$ cat config.mk
export PLATFORM = sky130hd
export DESIGN_NAME = dram_burst_refresh
export DESIGN_NICKNAME = d
export VERILOG_FILES = /design/src/rtl/rfb_pkg.sv /design/src/rtl/rfb_gap_timer.sv /design/src/rtl/rfb_row_counter.sv /design/src/rtl/dram_burst_refresh.sv
export SDC_FILE = /design/constraint.sdc
export NUM_CORES = 1
export LEC_CHECK = 0
export BUFFER_PORTS_ARGS = -buffer_cell sky130_fd_sc_hd__clkbuf_2
export CAP_MARGIN = 20
export CORE_MARGIN = 4
export CORE_UTILIZATION = 49
export DETAILED_ROUTE_END_ITERATION = 8
export PLACE_DENSITY = 0.74
export SLEW_MARGIN = 15
export SYNTH_ARGS = -nofsm -noshare
export SYNTH_HDL_FRONTEND = slang
export SYNTH_SLANG_ARGS = --single-unit
$ cat constraint.sdc
create_clock -name clk -period 1.6 [get_ports clk]
set_input_delay 0.32 -clock clk [delete_from_list [all_inputs] [get_ports clk]]
set_output_delay 0.32 -clock clk [all_outputs]
set_load 0.02 [all_outputs]
$ cat src/rtl/rfb_pkg.sv
package rfb_pkg;

    typedef enum logic [1:0] {
        ST_IDLE = 2'd0,
        ST_LOW  = 2'd1,
        ST_PRE  = 2'd2
    } rfb_state_e;

    localparam int unsigned LEN_BIAS = 2;

endpackage

$ cat src/rtl/rfb_gap_timer.sv
module rfb_gap_timer #(
    parameter int unsigned SEL_W = 2,
    parameter int unsigned TMR_W = 3
) (
    input  logic             clk,
    input  logic             rst,
    input  logic             access_busy,
    input  logic [TMR_W-1:0] pre_len,
    output logic             mem_free
);

    logic [TMR_W-1:0] gap_d, gap_q;

    always_comb begin
        gap_d = gap_q;
        if (access_busy) begin
            gap_d = pre_len;
        end else if (gap_q != '0) begin
            gap_d = gap_q - TMR_W'(1);
        end
    end

    always_ff @(posedge clk) begin
        if (rst) gap_q <= '0;
        else     gap_q <= gap_d;
    end

    assign mem_free = !access_busy && (gap_q == '0);

    // right after busy is sampled, the gap counter holds a full precharge
    p_gap_loaded_r4: assert property (@(posedge clk) disable iff (rst)
        $past(access_busy) |-> (gap_q == $past(pre_len)));

    logic unused_sel;
    assign unused_sel = (SEL_W == 0);

endmodule

$ cat src/rtl/rfb_row_counter.sv
module rfb_row_counter #(
    parameter int unsigned ROW_W = 11
) (
    input  logic             clk,
    input  logic             rst,
    input  logic             step,
    output logic [ROW_W-1:0] count
);

    logic [ROW_W-1:0] cnt_d, cnt_q;

    always_comb begin
        cnt_d = cnt_q;
        if (step) cnt_d = cnt_q + ROW_W'(1);
    end

    always_ff @(posedge clk) begin
        if (rst) cnt_q <= '0;
        else     cnt_q <= cnt_d;
    end

    assign count = cnt_q;

    // counter moves only when stepped, by exactly one
    p_count_hold_r9: assert property (@(posedge clk) disable iff (rst)
        !$past(step) |-> $stable(cnt_q));

endmodule

$ cat src/rtl/dram_burst_refresh.sv
module dram_burst_refresh #(
    parameter int unsigned SEL_W = 2,
    parameter int unsigned ROW_W = 11
) (
    input  logic             clk,
    input  logic             rst,
    input  logic             ext_refresh_en,
    input  logic             refresh_req_n,
    input  logic             access_busy,
    input  logic [SEL_W-1:0] ras_low_sel,
    input  logic [SEL_W-1:0] ras_pre_sel,
    output logic             ras_n,
    output logic             refresh_active,
    output logic [ROW_W-1:0] row_count
);
    import rfb_pkg::*;

    localparam int unsigned MAX_LEN = (1 << SEL_W) - 1 + LEN_BIAS;
    localparam int unsigned TMR_W   = $clog2(MAX_LEN + 1);

    typedef struct packed {
        rfb_state_e       st;
        logic             ras_n;
        logic             act;
        logic             req;
        logic [TMR_W-1:0] tmr;
    } seq_t;

    seq_t             s_d, s_q;
    logic [TMR_W-1:0] low_len, pre_len;
    logic             req_now, pending, mem_free, step;

    assign low_len = TMR_W'(ras_low_sel) + TMR_W'(LEN_BIAS);
    assign pre_len = TMR_W'(ras_pre_sel) + TMR_W'(LEN_BIAS);
    assign req_now = ext_refresh_en && !refresh_req_n;
    assign pending = s_q.req || req_now;

    rfb_gap_timer #(.SEL_W(SEL_W), .TMR_W(TMR_W)) u_gap (
        .clk         (clk),
        .rst         (rst),
        .access_busy (access_busy),
        .pre_len     (pre_len),
        .mem_free    (mem_free)
    );

    always_comb begin
        s_d  = s_q;
        step = 1'b0;
        unique case (s_q.st)
            ST_IDLE: begin
                s_d.req = pending;
                if (pending && mem_free) begin
                    s_d.st    = ST_LOW;
                    s_d.ras_n = 1'b0;
                    s_d.act   = 1'b1;
                    s_d.tmr   = low_len - TMR_W'(1);
                end
            end
            ST_LOW: begin
                if (s_q.tmr == '0) begin
                    step      = 1'b1;
                    s_d.st    = ST_PRE;
                    s_d.ras_n = 1'b1;
                    s_d.tmr   = pre_len - TMR_W'(1);
                    s_d.req   = req_now;
                end else begin
                    s_d.tmr = s_q.tmr - TMR_W'(1);
                    s_d.req = pending;
                end
            end
            ST_PRE: begin
                s_d.req = pending;
                if (s_q.tmr != '0) begin
                    s_d.tmr = s_q.tmr - TMR_W'(1);
                end else if (pending && mem_free) begin
                    s_d.st    = ST_LOW;
                    s_d.ras_n = 1'b0;
                    s_d.tmr   = low_len - TMR_W'(1);
                end else begin
                    s_d.st  = ST_IDLE;
                    s_d.act = 1'b0;
                end
            end
            default: begin
                s_d.st    = ST_IDLE;
                s_d.ras_n = 1'b1;
                s_d.act   = 1'b0;
                s_d.req   = 1'b0;
                s_d.tmr   = '0;
            end
        endcase
    end

    always_ff @(posedge clk) begin
        if (rst) begin
            s_q.st    <= ST_IDLE;
            s_q.ras_n <= 1'b1;
            s_q.act   <= 1'b0;
            s_q.req   <= 1'b0;
            s_q.tmr   <= '0;
        end else begin
            s_q <= s_d;
        end
    end

    rfb_row_counter #(.ROW_W(ROW_W)) u_rows (
        .clk   (clk),
        .rst   (rst),
        .step  (step),
        .count (row_count)
    );

    assign ras_n          = s_q.ras_n;
    assign refresh_active = s_q.act;

    // run-length trackers for timing checks
    logic [TMR_W:0] low_run_q, high_run_q;
    always_ff @(posedge clk) begin
        if (rst) begin
            low_run_q  <= '0;
            high_run_q <= '0;
        end else begin
            low_run_q  <= ras_n ? '0 : low_run_q + 1'b1;
            if (!ras_n)                       high_run_q <= '0;
            else if (high_run_q != '1)        high_run_q <= high_run_q + 1'b1;
        end
    end

    p_strobe_in_seq_r8: assert property (@(posedge clk) disable iff (rst)
        !ras_n |-> refresh_active);

    p_low_len_r3: assert property (@(posedge clk) disable iff (rst)
        $rose(ras_n) |-> (low_run_q == {1'b0, low_len}));

    p_pre_len_r6: assert property (@(posedge clk) disable iff (rst)
        ($fell(ras_n) && $past(refresh_active)) |-> (high_run_q == {1'b0, pre_len}));

    p_count_step_r9: assert property (@(posedge clk) disable iff (rst)
        $rose(ras_n) |-> (row_count == $past(row_count) + ROW_W'(1)));

    p_no_start_busy_r4: assert property (@(posedge clk) disable iff (rst)
        $fell(ras_n) |-> !$past(access_busy));

    p_start_needs_req_r1: assert property (@(posedge clk) disable iff (rst)
        ($fell(ras_n) && !$past(refresh_active)) |->
            $past(s_q.req || (ext_refresh_en && !refresh_req_n)));

endmodule

Word-level counts from Yosys, hierarchy flattened. Cells that the tools add are included.

Add/sub/neg operators: 7. Equal/unequal tests: 7. Muxes and demuxes: 16. Bitwise logic cells: 1. Reductions and logical operators: 15.

Operators by type and width (count): 2-to-1 mux 3 bit (5); 2-to-1 mux 4 bit (3); one-hot mux 4 bit (3 select lines) (1); subtractor 3 x 1 -> 3 bit (second input constant) (4); adder 11 x 1 -> 11 bit (second input constant) (1); != test 2 bit (second input constant) (5); one-hot mux 3 bit (3 select lines) (1); AND reduction 4 bit (2); adder 2 x 2 -> 3 bit (second input constant) (2); zero test 3 bit (2); nonzero test 3 bit (2); 2-to-1 mux 1 bit (5); logical AND 1 bit (3); one-hot mux 1 bit (3 select lines) (1); AND reduction 3 bit (1); equality test 2 x 1 -> 1 bit (second input constant) (1); equality test 2 bit (second input constant) (1); zero test 1 bit (2); zero test 2 bit (1); nonzero test 2 bit (1); logical OR 1 bit (1); NOT 1 bit (1).

Flip-flop bits (word level): 22. Output and inout bits: 13.

Longest topological paths before layout.
Depth after elaboration: 7. Mapped depth: 7. Gate-level depth less buffers: 6.

By module. Synthesis repeated with hierarchy kept, for this count alone.

Cells, all modules: 145. Area total of the unflattened synthesis: 1293.7 µm².

By module, submodules not included: dram_burst_refresh (instances 1, cells an instance 68, area an instance 574.3 µm², seq. area each 160.2 µm²); rfb_row_counter (instances 1, cells an instance 55, area an instance 513.0 µm², seq. area each 220.2 µm²); rfb_gap_timer (instances 1, cells an instance 22, area an instance 206.4 µm², seq. area each 60.1 µm²).

Worst setup path before layout. No wires, ideal clock.

Path kind: register to register. Start point: register s_q[0] in the netlist's numbering. End point: register u_rows.cnt_q[6] (netlist: u_rows.count[6]). Setup time: 70 ps. Data arrival time: 1614 ps. Required time: 1530 ps. Path slack: -84 ps. Cell stages (with the launch flop): 8. Period minus slack after synthesis: 1684 ps. Cell sequence: dfxtp_1 inv_1 ha_1 nor4bb_1 buf_4 nand3_4 or3_1 a21oi_1.

Cells in the longest elaborated chain, start to end: 3.

Ends and longest elaborated chain: start: declaration (RTL line dram_burst_refresh.sv:29) `seq_t s_d, s_q;`; zero test 3 bit (RTL line dram_burst_refresh.sv:60) `if (s_q.tmr == '0) begin`; 2-to-1 mux 1 bit (RTL line dram_burst_refresh.sv:60); 2-to-1 mux 1 bit (RTL line dram_burst_refresh.sv:49) `unique case (s_q.st)`; end signal: assignment (RTL line rfb_row_counter.sv:19) `else cnt_q <= cnt_d;`; end: declaration (RTL line rfb_row_counter.sv:10) `logic [ROW_W-1:0] cnt_d, cnt_q;`.

Every way passes these cells. A chain may end at the register's enable or synchronous reset.

Worst setup path after layout.
Start point: register u_gap.gap_q[0]. End point: register s_q[0] in the netlist's numbering.

Cells in the longest elaborated chain, start to end: 6.

Ends and longest elaborated chain: start: declaration (RTL line rfb_gap_timer.sv:12) `logic [TMR_W-1:0] gap_d, gap_q;`; start signal: assignment (RTL line rfb_gap_timer.sv:25) `else gap_q <= gap_d;`; zero test 3 bit * (RTL line rfb_gap_timer.sv:28) `assign mem_free = !access_busy && (gap_q == '0);`; logical AND 1 bit * (RTL line rfb_gap_timer.sv:28); logical AND 1 bit * (RTL line dram_burst_refresh.sv:52, dram_burst_refresh.sv:75); 2-to-1 mux 3 bit *; 2-to-1 mux 3 bit; one-hot mux 4 bit (3 select lines) *.

Mark *: on every way between the ends. The rest lies on a longest branch, timed or not.

==> reports/metrics.cfg <==
[final_layout]
nFillCells=190
seqCellArea_sq_um=444
area_growth_syn_to_layout_pct=28.6
postLayoutCoreUtil_pct=68.1
multiInputGateArea_sq_um=761
nNetsFinal=191
layout-drive-gt1-share_pct=35.6
fin_area_sq_mm=0.00157
diodes=0

[sta]
hold_viol_final=0
skew_ns=0.00846
slew_headroom_pct=77.5
rsz0062_at_grt=true
fin_crit_ns=1.57
final-setup-viol-count=0
fmax_mhz=638
worst_slew_pin_slew_ns=0.328
drv_slew=0
fin_crit_sh_pct=97.9
fin_hold_ws_ns=0.245

[critical_path]
cp-start-kind=flip-flop
crit_type=flip-flop to flip-flop
cp_data_arrival_time_ns=1.82
crit_required_ns=1.85
end_kind=flip-flop
path_delay_family=compound AO/OA/AOI/OAI gates
cpPeakStageDelay_ns=0.35
critical_path.cell_chain=inv_2, ha_4, nor3b_4, o21a_2, buf_4, a221oi_1, o21a_1
worst-path-buf-inv=2
cp_slowest_cell=dfxtp_2
cp_max_fo=6

[placed_design]
dp_hpwl_um=2010
postPlaceCellArea_sq_mm=0.00142
io_buffers=21
place_congestion=0.880

[power]
fin_total_pwr_uw=1320
peakVddDrop_uv=495
power_density_mw_per_mm2=841
leakagePower_uw=0.000671

[global_route]
grt-ovfl-total=0
antenna_found_initial=0
track_usage_pct=17.5
grt_max_degree=16
grt_pass1_wl_um=4660
grt_pass1_vias=1076

[floorplan]
die_h_um=57.8
dieArea_sq_mm=0.00335
die_x_um=57.8
initial_core_util_pct=53.0
rows=17
ios=22
core_area_sq_mm=0.00230

[job]
drv_cap=0

[clocking]
cts_htree_levels=1
clk_latency_ns=0.31
cts_buffer_depth=2
clockRootBuffer=clkbuf_4
cts_sinks=22
cts.reportedPaths.clkPinSlew_ns=0.13
cts_tree=built
numCtsBuffers=3

[min_path]
hp-class=input pin to flip-flop

[synthesis]
netlist_area_sq_mm=0.00122
synthAdderAreaFrac_pct=7.19
synth_area_leader_cell=dfxtp_1
ys_ff_latch=22
yosysWarnings=0
synthArstFlopShare_pct=0
synth.mux.area_fraction_pct=3.39
synth-edff-count=0
synth_nets=152
ys_top_cells_by_area=dfxtp_1 (36%), ha_1 (7.2%), xor2_1 (5.0%)
synth_cell_type_count=45
synth_ff_type=dfxtp_1
syn_avg_cell_area_sq_um=8.95
synth-compound-area-share_pct=18.0
synth_top_family_by_area=simple AND/OR/NAND/NOR gates
ys_seq_area_share_pct=36.2
synth_top_area_share_pct=36.2
synth-xor-area-share_pct=6.47
synthCells=136
synth-simple-area-share_pct=23.1

[detailed_routing]
vias=1160
firstDrtPassIters=4
postRouteAntennaNets=0
drt_iter0_drc=24
viasPerCell=5.74
drt_wl_total_um=2900
drc=0
wl_per_cell_um=14.4

[status]
outcome=finished, final reports clean

==> Yosys cell counts, types with 4 or more instances <==
| cell type | n |
|---|---|
| a21oi_1 | 7 |
| dfxtp_1 | 22 |
| ha_1 | 7 |
| inv_1 | 7 |
| nand2_1 | 4 |
| nand2b_1 | 4 |
| nand3_1 | 5 |
| nor2_1 | 15 |
| o21a_1 | 4 |
| or3_1 | 4 |
| xor2_1 | 7 |
==> registers in the layout, indices dropped and copies added, names as in the netlist <==
signal          flops
u_gap.gap_q         3
u_rows.count       11
refresh_active      1
s_q                 6
ras_n               1
==> routing by layer <==
metal  track usage [%]  routed length, um  up-vias
met3              3.56                217       11
li1                  -                  -      564
met5                 0                  0        -
met1              22.5               1260      529
met2              27.3               1350       56
met4              9.60                 78        0
==> report_power, final <==
part	total, uW	switching [uW]	internal (uW)
combinational	395	190	205
sequential	610	29.0	581
clock	312	173	139
==> path summary, 6_finish.rpt <==
path | slack (ns) | start | cells after the start | end
setup / recovery | 0.03 | u_gap.gap_q[0]$_SDFFE_PP0P_ | 7 | s_q[0]$_SDFF_PP0_
hold / removal | 0.24 | rst | 2 | s_q[1]$_SDFF_PP0_
setup reg to reg | 0.03 | u_gap.gap_q[0]$_SDFFE_PP0P_ | 7 | s_q[0]$_SDFF_PP0_
hold reg to reg | 0.53 | u_rows.count[10]$_SDFFE_PP0P_ | 2 | u_rows.count[10]$_SDFFE_PP0P_
==> cell families (layout without fill, tap and decap cells) <==
family,after synthesis,in the layout
AND/OR/NAND/NOR,49,49
buffers and inverters,14,52
flip-flops,22,22
AO/OA/AOI/OAI,31,31
multiplexers,4,4
adder cells (fa/ha/maj),7,7
XOR/XNOR,9,9
==> repair_timing <==
item | CTS | global route
setup buffers | 1 | 6
pin swaps | 0 | 8
hold endpoints to repair | 0 | 0
hold buffers | 0 | 0
gates resized for setup | 4 | 11
endpoints found under the setup margin | 10 | 13
==> cell usage in the layout (no fill, tap or decap), drive strengths merged, types with 2 or more instances in the layout <==
master,n
clkbuf,25
ha,7
inv,7
and4,2
buf,20
o21ai,4
nor3b,3
mux2i,3
nand3,6
and2,3
or3,4
xnor2,2
nor2b,3
dfxtp,22
nand2b,4
a21oi,7
nor2,15
o22ai,2
nand4,3
o21a,4
nand2,4
o31ai,2
xor2,7
==> layout make-up <==
class	count	share of cell area (%)
multi-input combinational	100	48.6
sequential	22	28.4
timing repair buffer	41	16.8
clock buffer	4	2.32
tap	28	2.24
inverter	7	1.68
==> worst register-to-register path, delay by kind of cell, from the launching register on <==
family,cells,cell delay [ns]
AO/OA/AOI/OAI,3,0.68
adder cells (fa/ha/maj),1,0.15
buffers and inverters,2,0.19
flip-flops,1,0.35
AND/OR/NAND/NOR,1,0.14
==> metrics by stage <==
| stage | setup TNS, ns | cells | setup slack [ns] |
|---|---|---|---|
| 6_report | 0 | 202 | 0.0337 |
| 5_1_grt | -0.115 | 202 | -0.0405 |
| 4_1_cts | 0 | 196 | 0.00617 |
| 3_5_place_dp | -0.286 | 191 | -0.0815 |
| 3_3_place_gp | -0.0393 | 191 | -0.0204 |
| 2_1_floorplan | 0 | 136 | 0.0108 |
Note: power is estimated with default switching activity, not from simulation.
